===== src/rtl/vsync_pkg.sv =====
package vsync_pkg;

  localparam int POS_W = 16;

  typedef struct packed {
    logic       odd_dly;
    logic       even_dly;
    logic       advance;
    logic [4:0] ofs;
  } edge_cfg_t;

  typedef logic signed [POS_W-1:0] hpos_t;

  // Half-line position of an edge from its nominal line and settings.
  function automatic hpos_t edge_half_pos(input int nominal, input edge_cfg_t c,
                                          input logic odd, input logic half_adv);
    int lines;
    lines = nominal;
    if (c.advance) lines = lines - int'(c.ofs);
    else           lines = lines + int'(c.ofs);
    if (odd ? c.odd_dly : c.even_dly) lines = lines + 1;
    return hpos_t'(2 * lines - (half_adv ? 1 : 0));
  endfunction

endpackage


===== src/rtl/vsync_cfg_shadow.sv =====
module vsync_cfg_shadow
  import vsync_pkg::*;
#(
  parameter logic [7:0] RST_BEGIN = 8'h25,
  parameter logic [7:0] RST_END   = 8'h03
) (
  input  logic      clk,
  input  logic      rst_n,
  input  logic      load,
  input  logic [7:0] begin_cfg,
  input  logic [7:0] end_cfg,
  input  logic [3:0] half_cfg,
  input  logic      field_odd,
  output edge_cfg_t beg_q,
  output edge_cfg_t end_q,
  output logic [3:0] half_q,
  output logic      odd_q
);

  always_ff @(posedge clk) begin
    if (!rst_n) begin
      beg_q  <= edge_cfg_t'(RST_BEGIN);
      end_q  <= edge_cfg_t'(RST_END);
      half_q <= '0;
      odd_q  <= 1'b0;
    end else if (load) begin
      beg_q  <= edge_cfg_t'(begin_cfg);
      end_q  <= edge_cfg_t'(end_cfg);
      half_q <= half_cfg;
      odd_q  <= field_odd;
    end
  end

  assert_cfg_hold_R8: assert property (@(posedge clk) disable iff (!rst_n)
    !load |=> ($stable(beg_q) && $stable(end_q) && $stable(half_q) && $stable(odd_q)));

endmodule


===== src/rtl/vsync_strobe_pos.sv =====
module vsync_strobe_pos
  import vsync_pkg::*;
#(
  parameter int LINE_W = 10
) (
  input  logic              line_start,
  input  logic              half_line,
  input  logic [LINE_W-1:0] line_num,
  output logic              evt_valid,
  output hpos_t             evt_pos,
  output logic              field_start
);

  logic [POS_W-1:0] base;

  always_comb begin
    base        = POS_W'(line_num) << 1;
    evt_valid   = line_start | half_line;
    evt_pos     = hpos_t'(base | POS_W'(!line_start));
    field_start = line_start && (line_num == '0);
  end

endmodule


===== src/rtl/vsync_edge_calc.sv =====
module vsync_edge_calc
  import vsync_pkg::*;
#(
  parameter int NOM_BEGIN = 9,
  parameter int NOM_END   = 4
) (
  input  edge_cfg_t  beg_q,
  input  edge_cfg_t  end_q,
  input  logic [3:0] half_q,
  input  logic       odd_q,
  output hpos_t      beg_pos,
  output hpos_t      end_pos,
  output logic       pulse_ok
);

  localparam int NUM_EDGES = 2;

  edge_cfg_t cfg_a [NUM_EDGES];
  hpos_t     pos_a [NUM_EDGES];
  logic [NUM_EDGES-1:0] hsel;

  assign cfg_a[0] = beg_q;
  assign cfg_a[1] = end_q;

  for (genvar g = 0; g < NUM_EDGES; g++) begin : g_edge
    localparam int NOM = (g == 0) ? NOM_BEGIN : NOM_END;
    assign hsel[g]  = odd_q ? half_q[2*g+1] : half_q[2*g];
    assign pos_a[g] = edge_half_pos(NOM, cfg_a[g], odd_q, hsel[g]);
  end

  assign beg_pos  = pos_a[0];
  assign end_pos  = pos_a[1];
  assign pulse_ok = (end_pos > beg_pos);

endmodule


===== src/rtl/vsync_timing_gen.sv =====
module vsync_timing_gen
  import vsync_pkg::*;
#(
  parameter int         LINE_W    = 10,
  parameter int         NOM_BEGIN = 9,
  parameter int         NOM_END   = 4,
  parameter logic [7:0] RST_BEGIN = 8'h25,
  parameter logic [7:0] RST_END   = 8'h03
) (
  input  logic              clk,
  input  logic              rst_n,
  input  logic              line_start,
  input  logic              half_line,
  input  logic [LINE_W-1:0] line_num,
  input  logic              field_odd,
  input  logic [7:0]        begin_cfg,
  input  logic [7:0]        end_cfg,
  input  logic [3:0]        half_cfg,
  output logic              vsync,
  output logic              v_flag
);

  logic       evt_valid;
  hpos_t      evt_pos;
  logic       field_start;
  edge_cfg_t  beg_q, end_q;
  logic [3:0] half_q;
  logic       odd_q;
  hpos_t      beg_pos, end_pos;
  logic       pulse_ok;
  logic       hit_begin, hit_end;
  logic       vs_q;

  vsync_strobe_pos #(.LINE_W(LINE_W)) i_pos (
    .line_start (line_start),
    .half_line  (half_line),
    .line_num   (line_num),
    .evt_valid  (evt_valid),
    .evt_pos    (evt_pos),
    .field_start(field_start)
  );

  vsync_cfg_shadow #(.RST_BEGIN(RST_BEGIN), .RST_END(RST_END)) i_shadow (
    .clk      (clk),
    .rst_n    (rst_n),
    .load     (field_start),
    .begin_cfg(begin_cfg),
    .end_cfg  (end_cfg),
    .half_cfg (half_cfg),
    .field_odd(field_odd),
    .beg_q    (beg_q),
    .end_q    (end_q),
    .half_q   (half_q),
    .odd_q    (odd_q)
  );

  vsync_edge_calc #(.NOM_BEGIN(NOM_BEGIN), .NOM_END(NOM_END)) i_calc (
    .beg_q   (beg_q),
    .end_q   (end_q),
    .half_q  (half_q),
    .odd_q   (odd_q),
    .beg_pos (beg_pos),
    .end_pos (end_pos),
    .pulse_ok(pulse_ok)
  );

  assign hit_begin = evt_valid && (evt_pos == beg_pos) && pulse_ok;
  assign hit_end   = evt_valid && (evt_pos == end_pos);

  always_ff @(posedge clk) begin
    if (!rst_n)          vs_q <= 1'b0;
    else if (field_start) vs_q <= 1'b0;
    else if (hit_end)    vs_q <= 1'b0;
    else if (hit_begin)  vs_q <= 1'b1;
  end

  assign vsync  = vs_q;
  assign v_flag = vs_q;

  assert_rise_at_begin_R6: assert property (@(posedge clk) disable iff (!rst_n)
    $rose(vs_q) |-> $past(evt_valid && (evt_pos == beg_pos) && !field_start));

  assert_fall_at_end_R6: assert property (@(posedge clk) disable iff (!rst_n)
    $fell(vs_q) |-> $past(field_start || (evt_valid && (evt_pos == end_pos))));

  assert_empty_window_low_R7: assert property (@(posedge clk) disable iff (!rst_n)
    (!pulse_ok && !vs_q) |=> !vs_q);

  assert_field_start_clear_R8: assert property (@(posedge clk) disable iff (!rst_n)
    field_start |=> !vs_q);

endmodule


===== config.mk =====
export PLATFORM = sky130hd
export DESIGN_NAME = vsync_timing_gen
export DESIGN_NICKNAME = d
export VERILOG_FILES = /design/src/rtl/vsync_pkg.sv /design/src/rtl/vsync_cfg_shadow.sv /design/src/rtl/vsync_strobe_pos.sv /design/src/rtl/vsync_edge_calc.sv /design/src/rtl/vsync_timing_gen.sv
export SDC_FILE = /design/constraint.sdc
export NUM_CORES = 1
export LEC_CHECK = 0
export BUFFER_PORTS_ARGS = -buffer_cell sky130_fd_sc_hd__buf_4
export CORE_MARGIN = 8
export CORE_UTILIZATION = 45
export CTS_CLUSTER_DIAMETER = 30
export DETAILED_ROUTE_END_ITERATION = 16
export PLACE_DENSITY = 0.74
export SLEW_MARGIN = 20
export SYNTH_ARGS = -nofsm -noshare
export SYNTH_HDL_FRONTEND = slang
export SYNTH_SLANG_ARGS = --single-unit

===== constraint.sdc =====
create_clock -name clk -period 8.71 [get_ports clk]
set_input_delay 0.871 -clock clk [delete_from_list [all_inputs] [get_ports clk]]
set_output_delay 0.871 -clock clk [all_outputs]
set_load 0.03 [all_outputs]

==> flow_metrics.py <==
metrics = {
    "outcome": {
        "status": "complete, no violations",
    },
    "power_and_ir_drop": {
        "vdd_drop_max_v": 0.0000789,
        "leakagePower_nw": 1.27,
        "pwr_density_cell_nw_per_um2": 59.6,
        "power.total_uw": 196,
    },
    "cts": {
        "root_buffer": "clkbuf_8",
        "cts_setup_buffers": 0,
        "cts_tree": "yes",
        "clock_latency_ps": 260,
        "cts_resized": 0,
        "clock_path_buffers": 2,
        "hold_buffers": 0,
        "clkSlewWorstSetupHoldPaths_ps": 80,
        "clock-sinks": 22,
        "cts_made_buffers": 3,
        "htreeDepth": 1,
    },
    "logic_synthesis": {
        "yosys_warnings": 0,
        "synthesis.nets": 441,
        "avgSynthCellArea_um2": 7.76,
        "synth_area_um2": 2930,
        "synth_top_area_share_pct": 15.0,
        "synth.distinct_cells": 71,
        "synth_top_area_cell": "dfxtp_1",
        "synth-async-reset-ratio_pct": 0,
        "syn_inst": 378,
        "synth_ff_type": "dfxtp_1",
        "synth_seq_cells": 22,
        "synth_area_leaders": "dfxtp_1 (15%), ha_1 (12%), xnor2_1 (8.7%)",
        "synth_edf_count": 0,
        "seq_area_frac_synth_pct": 15.0,
    },
    "setup_path": {
        "worstPathRequired_ps": 8920,
        "slowest_stage": "dfxtp_1",
        "cp.depth": 17,
        "worstPathMaxFanout": 12,
        "endpoint_kind": "flop",
        "cpLargestDelayFamily": "compound AO/OA/AOI/OAI gates",
        "r2r_cells": 17,
        "crit_path_max_incr_delay_ps": 620,
        "cp-start-kind": "flop",
        "crit_type": "flop to flop",
        "crit_buf_inv": 1,
        "cp.arrival_ps": 4750,
        "path_cells": "inv_1 > ha_1 > nor2b_2 > or2_1 > o32ai_1 > o211ai_1 > a22oi_2 > o22ai_1 > a221oi_1 > ha_1 > nand2_1 > nor2_1 > nand2_1 > nor2_1 > or4b_1 > nor4_1 > o211a_1",
    },
    "min_path": {
        "hold_path_class": "flop to flop",
        "hold_path_depth": 2,
    },
    "detailed_routing": {
        "drt-pass1-iter-count": 4,
        "drc": 0,
        "ant_nets": 0,
        "wire_per_inst_um": 14.5,
        "via_per_inst": 5.74,
        "wl_mm": 7.02,
        "drtIter0Drc": 122,
        "num_vias": 2774,
    },
    "grt": {
        "grt_pass1_wl_mm": 11.8,
        "grt_pass1_vias": 2640,
        "antenna_found_initial": 0,
        "grt_max_degree": 26,
        "grtUsageTotal_pct": 14.1,
        "globalRouteOverflowTotal": 0,
    },
    "flow_run": {
        "drv_cap": 0,
    },
    "placement": {
        "gp_congestion": 0.872,
        "pre_cts_slack_ps": 4190,
        "io_buffers": 36,
        "hpwl_mm": 5.83,
    },
    "die": {
        "boundaryPins": 37,
        "rows": 29,
        "die_height_um": 96.7,
        "die_w_um": 96.7,
        "core_area_um2": 6310,
        "start_util_pct": 46.5,
        "dieArea_um2": 9360,
    },
    "sta": {
        "worstMarginPinSlew_ps": 819,
        "finClkSkew_ps": 1.64,
        "period_share_pct": 52.1,
        "relSlewSlack_pct": 45.4,
        "setup_ws_ps": 4170,
        "rsz0062_at_grt": "no",
        "slew_viol_final": 0,
        "min_period_ps": 4540,
        "setup_viol": 0,
        "fin_setup_tns_ps": 0,
        "hold_viol": 0,
        "fmax_ghz": 0.220,
    },
    "finish": {
        "nets": 470,
        "layout_common_cells": "nand2_1 (63), buf_4 (36), xnor2_1 (29)",
        "drive_gt1_share_pct": 16.3,
        "syn2layout_area_growth_pct": 12.2,
        "final_common_cell": "nand2_1",
        "antennaDiodeCount": 0,
    },
}
-- synthesized netlist by cell type (3+ instances only) --
library cell and number:
a21boi_0 18, nor3_1 3, a22oi_1 4, o21ai_1 6, nand3_1 11, a21o_1 3, nor4_1 3, o22ai_1 4
nor2_1 14, clkbuf_1 7, a21oi_1 17, nand4_1 3, a32o_1 4, and3_1 3, ha_1 28, mux2i_1 11
mux2_2 3, nor2b_1 4, o21ai_0 13, xor2_1 10, xnor2_1 29, dfxtp_1 22, inv_1 16, o211ai_1 10
nand2b_1 7, o22a_1 3, nand2_1 63, or3_1 5, a21oi_2 3
-- stage by stage --
| stage | std cells | util, % | hold WS (ps) | area (um2) |
|---|---|---|---|---|
| detailed placement | 479 | 51.3 | 457 | 3240 |
| finish | 483 | 52.2 | 464 | 3290 |
| floorplan | 378 | - | 440 | 2930 |
| global placement | 479 | 51.3 | 449 | 3240 |
| CTS | 483 | 52.2 | 466 | 3290 |
| global route | 483 | 52.2 | 500 | 3290 |
-- where the power goes --
| group | switching (mW) | internal (mW) | total (mW) |
|---|---|---|---|
| combinational | 0.00868 | 0.0142 | 0.0229 |
| sequential | 0.0000744 | 0.100 | 0.101 |
| clock | 0.0324 | 0.0402 | 0.0726 |
| total | 0.0412 | 0.155 | 0.196 |
-- flip-flops by register name, summed over array words and instances (netlist names) --
name and flops:
v_flag 1, i_shadow.half_q 4, i_shadow.beg_q 8, i_shadow.end_q 8
i_shadow.odd_q 1
-- cell families (layout without fill, tap and decap cells) --
family          count (synthesis)  in the layout  share of synthesized area, %
xor+xnor                       41             41                          12.8
flops                          22             22                          15.0
compound gates                106            106                          26.1
fa+ha+maj                      29             29                          12.3
buf+inv                        29             57                          4.31
simple gates                  136            136                          24.1
mux                            15             15                          5.37
-- final cells by class --
type | instances | area (um2)
clock buffers | 4 | 55.1
fillers | 608 | 3020
inverters | 17 | 63.8
multi-input cells | 327 | 2370
flip-flops and latches | 22 | 440
well taps | 77 | 96.3
repair buffers | 36 | 270
-- layer usage --
layer / GRT usage [%] / wire length [um] / part of all wire [%] / up-vias
li1: - / - / - / 1428
met1: 19.1 / 3520 / 50 / 1283
met2: 22.6 / 3160 / 45 / 55
met4: 4.73 / 112 / 1.6 / 0
met5: 0 / 0 / 0 / -
met3: 1.49 / 221 / 3.1 / 8
-- worst reg2reg max path, stage by stage, from the launching register on --
cell and delay [ps]:
dfxtp_1 620, inv_1 160, ha_1 310, nor2b_2 190, or2_1 280, o32ai_1 410
o211ai_1 180, a22oi_2 330, o22ai_1 120, a221oi_1 410, ha_1 330, nand2_1 100
nor2_1 70, nand2_1 60, nor2_1 30, or4b_1 460, nor4_1 270, o211a_1 160
-- path summary, 6_finish.rpt --
path / from / end / slack [ps]
worst max-delay path: i_shadow.beg_q[0] / v_flag / 4170
worst max register to register: i_shadow.beg_q[0] / v_flag / 4170
worst min register to register: i_shadow.half_q[2] / i_shadow.half_q[2] / 460
worst min-delay path: i_shadow.half_q[2] / i_shadow.half_q[2] / 460
No activity file was read; power rests on OpenSTA's default activity.
